$ cat src/rtl/rwc_pkg.sv
package rwc_pkg;
  typedef enum logic [2:0] {
    EV_NONE,
    EV_USB_RST,
    EV_WDT_RST,
    EV_WDT_WAKE,
    EV_IRQ_WAKE,
    EV_SLEEP,
    EV_CLEAR
  } rwc_event_e;
endpackage

$ cat src/rtl/rwc_wdt.sv
module rwc_wdt #(
  parameter int unsigned LIMIT = 2048
) (
  input  logic clk_i,
  input  logic rst_ni,
  input  logic tick_i,
  input  logic clr_i,
  output logic ovf_o
);
  localparam int unsigned CntW = (LIMIT > 2) ? $clog2(LIMIT) : 1;
  localparam logic [CntW-1:0] Last = CntW'(LIMIT - 1);

  logic [CntW-1:0] cnt_q;

  assign ovf_o = tick_i && (cnt_q == Last);

  always_ff @(posedge clk_i or negedge rst_ni) begin
    if (!rst_ni)          cnt_q <= '0;
    else if (clr_i)       cnt_q <= '0;
    else if (tick_i)      cnt_q <= (cnt_q == Last) ? '0 : cnt_q + 1'b1;
  end

  initial assert (LIMIT >= 2) else $error("LIMIT must be at least 2");

  assert_cnt_range_R2: assert property (@(posedge clk_i) disable iff (!rst_ni)
    ({1'b0, cnt_q} < (CntW+1)'(LIMIT)));
endmodule

$ cat src/rtl/rwc_arbiter.sv
module rwc_arbiter
  import rwc_pkg::*;
(
  input  logic       clk_i,
  input  logic       rst_ni,
  input  logic       usb_rst_i,
  input  logic       wdt_ovf_i,
  input  logic       wdt_clr_i,
  input  logic       sleep_i,
  input  logic       irq_pend_i,
  output rwc_event_e event_o,
  output logic       cnt_clr_o,
  output logic       core_rst_o,
  output logic       wake_o,
  output logic       pc_inc_o,
  output logic       clk_stop_o
);
  logic usb_q;
  logic usb_rise;

  assign usb_rise = usb_rst_i && !usb_q;

  // priority: usb edge > overflow > (asleep: irq | awake: sleep > clear)
  always_comb begin
    event_o = EV_NONE;
    if (usb_rise)            event_o = EV_USB_RST;
    else if (clk_stop_o) begin
      if (wdt_ovf_i)         event_o = EV_WDT_WAKE;
      else if (irq_pend_i)   event_o = EV_IRQ_WAKE;
    end else begin
      if (wdt_ovf_i)         event_o = EV_WDT_RST;
      else if (sleep_i)      event_o = EV_SLEEP;
      else if (wdt_clr_i)    event_o = EV_CLEAR;
    end
  end

  assign cnt_clr_o = (event_o != EV_NONE);

  always_ff @(posedge clk_i or negedge rst_ni) begin
    if (!rst_ni) begin
      usb_q      <= 1'b0;
      core_rst_o <= 1'b1;
      wake_o     <= 1'b0;
      pc_inc_o   <= 1'b0;
      clk_stop_o <= 1'b0;
    end else begin
      usb_q      <= usb_rst_i;
      core_rst_o <= 1'b0;
      wake_o     <= 1'b0;
      unique case (event_o)
        EV_USB_RST, EV_WDT_RST: begin
          core_rst_o <= 1'b1;
          pc_inc_o   <= 1'b0;
          clk_stop_o <= 1'b0;
        end
        EV_WDT_WAKE, EV_IRQ_WAKE: begin
          wake_o     <= 1'b1;
          pc_inc_o   <= 1'b1;
          clk_stop_o <= 1'b0;
        end
        EV_SLEEP: clk_stop_o <= 1'b1;
        default: ;
      endcase
    end
  end

  assert_excl_pulse_R10: assert property (@(posedge clk_i) disable iff (!rst_ni)
    !(core_rst_o && wake_o));
  assert_wake_single_R10: assert property (@(posedge clk_i) disable iff (!rst_ni)
    wake_o |=> !wake_o);
  assert_wake_only_asleep_R11: assert property (@(posedge clk_i) disable iff (!rst_ni)
    (!clk_stop_o && !usb_rise) |=> !wake_o);
endmodule

$ cat src/rtl/rwc_flags.sv
module rwc_flags
  import rwc_pkg::*;
(
  input  logic       clk_i,
  input  logic       rst_ni,
  input  rwc_event_e event_i,
  output logic       to_flag_o,
  output logic       pd_flag_o
);
  always_ff @(posedge clk_i or negedge rst_ni) begin
    if (!rst_ni) begin
      to_flag_o <= 1'b1;
      pd_flag_o <= 1'b1;
    end else begin
      unique case (event_i)
        EV_WDT_RST:  begin to_flag_o <= 1'b0; pd_flag_o <= 1'b1; end
        EV_WDT_WAKE: begin to_flag_o <= 1'b0; pd_flag_o <= 1'b0; end
        EV_IRQ_WAKE: begin to_flag_o <= 1'b1; pd_flag_o <= 1'b0; end
        EV_SLEEP:    begin to_flag_o <= 1'b1; pd_flag_o <= 1'b0; end
        EV_CLEAR:    begin to_flag_o <= 1'b1; pd_flag_o <= 1'b1; end
        default: ;   // EV_USB_RST and EV_NONE keep the flags
      endcase
    end
  end
endmodule

$ cat src/rtl/rst_wake_ctrl.sv
module rst_wake_ctrl
  import rwc_pkg::*;
#(
  parameter int unsigned WDT_TICKS = 2048
) (
  input  logic clk_i,
  input  logic rst_ni,
  input  logic tick_i,
  input  logic usb_rst_i,
  input  logic wdt_clr_i,
  input  logic sleep_i,
  input  logic irq_pend_i,
  output logic core_rst_o,
  output logic wake_o,
  output logic pc_inc_o,
  output logic to_flag_o,
  output logic pd_flag_o,
  output logic clk_stop_o
);
  rwc_event_e ev;
  logic       cnt_clr;
  logic       wdt_ovf;

  rwc_wdt #(.LIMIT(WDT_TICKS)) u_wdt (
    .clk_i  (clk_i),
    .rst_ni (rst_ni),
    .tick_i (tick_i),
    .clr_i  (cnt_clr),
    .ovf_o  (wdt_ovf)
  );

  rwc_arbiter u_arb (
    .clk_i      (clk_i),
    .rst_ni     (rst_ni),
    .usb_rst_i  (usb_rst_i),
    .wdt_ovf_i  (wdt_ovf),
    .wdt_clr_i  (wdt_clr_i),
    .sleep_i    (sleep_i),
    .irq_pend_i (irq_pend_i),
    .event_o    (ev),
    .cnt_clr_o  (cnt_clr),
    .core_rst_o (core_rst_o),
    .wake_o     (wake_o),
    .pc_inc_o   (pc_inc_o),
    .clk_stop_o (clk_stop_o)
  );

  rwc_flags u_flags (
    .clk_i     (clk_i),
    .rst_ni    (rst_ni),
    .event_i   (ev),
    .to_flag_o (to_flag_o),
    .pd_flag_o (pd_flag_o)
  );

  assert_sleep_flags_R4: assert property (@(posedge clk_i) disable iff (!rst_ni)
    $rose(clk_stop_o) |-> (to_flag_o && !pd_flag_o));
  assert_wake_pd_R5: assert property (@(posedge clk_i) disable iff (!rst_ni)
    wake_o |-> (!pd_flag_o && pc_inc_o && !clk_stop_o));
  assert_usb_keeps_flags_R7: assert property (@(posedge clk_i) disable iff (!rst_ni)
    $rose(usb_rst_i) |=> (core_rst_o && $stable(to_flag_o) && $stable(pd_flag_o)));
  assert_asleep_strobe_R8: assert property (@(posedge clk_i) disable iff (!rst_ni)
    (clk_stop_o && !wdt_ovf && !irq_pend_i && !usb_rst_i) |=>
      ($stable(to_flag_o) && $stable(pd_flag_o)));
endmodule

$ cat config.mk
export PLATFORM = sky130hd
export DESIGN_NAME = rst_wake_ctrl
export DESIGN_NICKNAME = d
export VERILOG_FILES = /design/src/rtl/rwc_pkg.sv /design/src/rtl/rwc_wdt.sv /design/src/rtl/rwc_arbiter.sv /design/src/rtl/rwc_flags.sv /design/src/rtl/rst_wake_ctrl.sv
export SDC_FILE = /design/constraint.sdc
export NUM_CORES = 1
export LEC_CHECK = 0
export ABC_CLOCK_PERIOD_IN_PS = 2700
export BUFFER_PORTS_ARGS = -buffer_cell sky130_fd_sc_hd__buf_4
export CAP_MARGIN = 20
export CORE_AREA = 2 2 49 51
export CTS_BUF_LIST = sky130_fd_sc_hd__clkbuf_4
export DETAILED_ROUTE_END_ITERATION = 10
export DIE_AREA = 0 0 51 53
export PLACE_DENSITY_LB_ADDON = 0.08
export SYNTH_ARGS = -nofsm -noshare
export SYNTH_HDL_FRONTEND = slang
export SYNTH_HIERARCHICAL = 1
export SYNTH_SLANG_ARGS = --single-unit
$ cat constraint.sdc
create_clock -name clk_i -period 2.7 [get_ports clk_i]
set_input_delay 0 -clock clk_i [delete_from_list [all_inputs] [get_ports clk_i]]
set_output_delay 0 -clock clk_i [all_outputs]
set_load 0.01 [all_outputs]
==> summary.txt <==
Synthesis
  • Leading cell types by count after synthesis: dfrtp_1 (15), nor2_1 (13), nand2_1 (5), xor2_1 (4)
  • Top-count cell post-synth: dfrtp_1
  • Asr flop ratio synth: 100%
  • Avg Synthesized Cell Area: 10.7 um^2
  • Post-synth top flop: dfrtp_1
  • Net count after synthesis: between 90 and 100
  • Area leader, netlist: dfrtp_1
  • Cell area after synthesis: around 930 um^2
  • Synthesized instance count: slightly below 90
  • #FFs+latches synth: 18
  • Yosys warning count: 6
  • Number of synthesized flops with an enable pin: 0
  • Top cells by area, synth: dfrtp_1 (40%), dfstp_2 (8.5%), nor2_1 (5.3%), xor2_1 (3.8%), bufbuf_16 (3.5%)
  • Post-synthesis sequential area ratio: 49.0%
  • Netlist cell types: 38
  • Yosys top cell area share: about 40%

Route
  • Via Count: between 600 and 700
  • DRT Pass-1 Iters: 4
  • Final WL: roughly 1.7 mm
  • DRC: 0
  • DR vias/cell: ~5.2
  • Drt initial violations: 12
  • Detail Route Antenna Nets: 0
  • DR WL/cell: 12.9 um

Floorplan
  • Overall die width: approximately 51 um
  • Die height: between 50 and 60 um
  • Die area: approximately 2700 um^2
  • Site row count: 17
  • Core box area: ~2100 um^2
  • Initial core utilization: a little over two fifths
  • Num ports: 13

Critical path
  • CP Cell Sequence: ha_1 > nand3_1 > nor3_1 > and2_1 > inv_1 > nand4_1 > nor2_1 > or3_1 > xor2_1 > nor2_1
  • Critical Path AT: around 2700 ps
  • CP most frequent cell: nor2_1
  • Critical path's slowest cell: dfrtp_1
  • Req. time, crit path: ~2900 ps
  • Largest stage delay, worst path: around 440 ps
  • Top fanout value on the critical path: 8
  • Worst path bufs/invs: 1
  • Crit path kind: reg2reg
  • CP endpoint kind: flip-flop
  • Startpoint Class: flip-flop
  • Crit-path leading delay family: simple AND/OR/NAND/NOR gates

GRT
  • Initial antenna violation count: 0
  • Global-route usage over all layers: between 10% and 20%
  • First-pass GRT wire length: roughly 2.9 mm
  • Total gr overflow: 0
  • Vias in the first global route: around 670
  • Largest net degree at the start of global routing: 19

Worst hold path
  • Hold Crit Class: in2reg

Clocking
  • CTS Buf Count: 3
  • Longest Clk Path Bufs: 2
  • Clock Latency Late Sink: just under 300 ps
  • Reg clk slew, reported paths: around 100 ps
  • TritonCTS clock tree: yes
  • Post-CTS setup buffers: 0
  • CTS sink count: 18
  • Resize count post-CTS: 0
  • H-tree lvl count: 1
  • Clock root cell: clkbuf_4

Layout
  • Final Cell Area: 1090 um^2
  • Sequential cell area: roughly 450 um^2
  • Diode count: 0
  • Nets: between 100 and 150
  • Number of fill cells: 200
  • Fraction of layout cells with a size suffix above 1: roughly a quarter
  • Area of the multi-input gates: about 430 um^2
  • Area grow syn2layout: 17.5%

Placed design
  • GP Congestion: 0.820
  • Post-place setup slack: about 270 ps
  • Port-buffer cells: 12
  • Cell Area, Placed: roughly 1000 um^2
  • Hpwl dp: roughly 1.2 mm

STA
  • Max Slew Vio Count: 0
  • Relative slew slack: between 70% and 80%
  • RSZ-0062 raised after global routing: no
  • Count of final setup violators: 0
  • Setup ws final: ~200 ps
  • Fmax: ~400 MHz
  • Crit share post-route: just over 90%
  • Minimum clock period: around 2500 ps
  • Post-route setup TNS: 0 ps
  • Worst-margin pin slew: 432 ps
  • Setup Skew: about 6.3 ps
  • Final hold vios: 0

Job
  • Max-cap violation count: 0

Power and ir drop
  • Leak: about 0.48 nW
  • Peak VDD IR: roughly 0.27 mV
  • PwrDens: about 500 nW/um^2

Run status
  • Status: complete, no violations
## sequential cells by signal (all words and copies together) (netlist names)
| register | cells |
|---|---|
| u_arb/usb_q | 1 |
| u_arb/pc_inc_o | 1 |
| u_arb/core_rst_o | 1 |
| u_flags/to_flag_o | 1 |
| u_flags/pd_flag_o | 1 |
| u_arb/clk_stop_o | 1 |
| u_wdt/cnt_q | 11 |
| u_arb/wake_o | 1 |
## cell type report
cell class              count  share of cell area [%]
repair buffers             16                    11.9
well taps                  28                    3.21
clock buffers               4                    2.76
multi-input cells          65                    39.4
flip-flops and latches     18                    41.7
inverters                   3                    1.03
## where the power goes
group	switching, W	total (W)	internal, W
sequential	0.0000125	0.000300	0.000287
clock	0.0000803	0.000148	0.0000675
combinational	0.0000443	0.0000881	0.0000438
total	0.000137	0.000535	0.000398
## worst paths after layout
path | cells after the start | startpoint | slack, ps | end
min in group asynchronous | 2 | rst_ni | 100 | u_wdt/cnt_q[8]
max in group asynchronous | 2 | rst_ni | 2340 | u_flags/to_flag_o
hold reg to reg | 2 | u_flags/pd_flag_o | 500 | u_flags/pd_flag_o
hold / removal | 4 | tick_i | 90 | u_wdt/cnt_q[2]
setup reg to reg | 10 | u_wdt/cnt_q[1] | 200 | u_wdt/cnt_q[6]
setup / recovery | 10 | u_wdt/cnt_q[1] | 200 | u_wdt/cnt_q[6]
## cell usage in the layout, fill, tap and decap left out, drive strengths merged, types with 2 or more instances in the layout
master,netlist,final
a21oi,2,2
buf,0,12
clkbuf,0,4
dfrtp,15,15
dfstp,3,3
dlygate4sd3,0,4
inv,3,3
nand2,5,5
nand2b,3,3
nand3,3,3
nand4,3,3
nor2,13,13
nor2b,2,2
nor3,2,2
o2111ai,2,2
o21ai,2,2
xnor2,3,3
xor2,4,4
## layer usage
metal | global-route usage (%) | wire (um) | up-vias
met5 | 0 | 0 | -
met3 | 3.39 | 61 | 4
met2 | 22.7 | 754 | 13
met1 | 19.9 | 886 | 326
li1 | - | - | 349
met4 | 9.46 | 31 | 0
## cell families (layout without fill, tap and decap cells)
kind of cell / count (synthesis) / after routing / synth area share, %
DFF: 18 / 18 / 49.0
AOI/OAI and AO/OA: 17 / 17 / 14.8
buffers and inverters: 4 / 23 / 4.72
muxes: 2 / 2 / 2.29
adders and majority gates: 1 / 1 / 1.35
and+or+nand+nor: 38 / 38 / 21.2
xor gates and xnor gates: 7 / 7 / 6.61
## stage by stage
step | total power (W) | std cells | utilization, % | hold slack [ps]
floorplan | 0.000363 | 87 | - | -296
global placement | 0.000388 | 126 | 47.5 | -119
detailed placement | 0.000389 | 126 | 47.5 | -114
CTS | 0.000548 | 134 | 50.7 | 72.7
global route | 0.000572 | 134 | 50.7 | 102
finish | 0.000535 | 134 | 50.7 | 90.5
## timing repair
action | 4_1_cts | 5_1_grt
hold buffers | 4 | 0
setup endpoints to repair | 0 | 0
hold endpoints to repair | 22 | 0
## worst min-delay path, delay by kind of cell
family,cells,cell delay [ps]
xor+xnor,1,60
buf+inv,1,140
simple gates,2,150
Note: power is estimated with default switching activity, not from simulation.
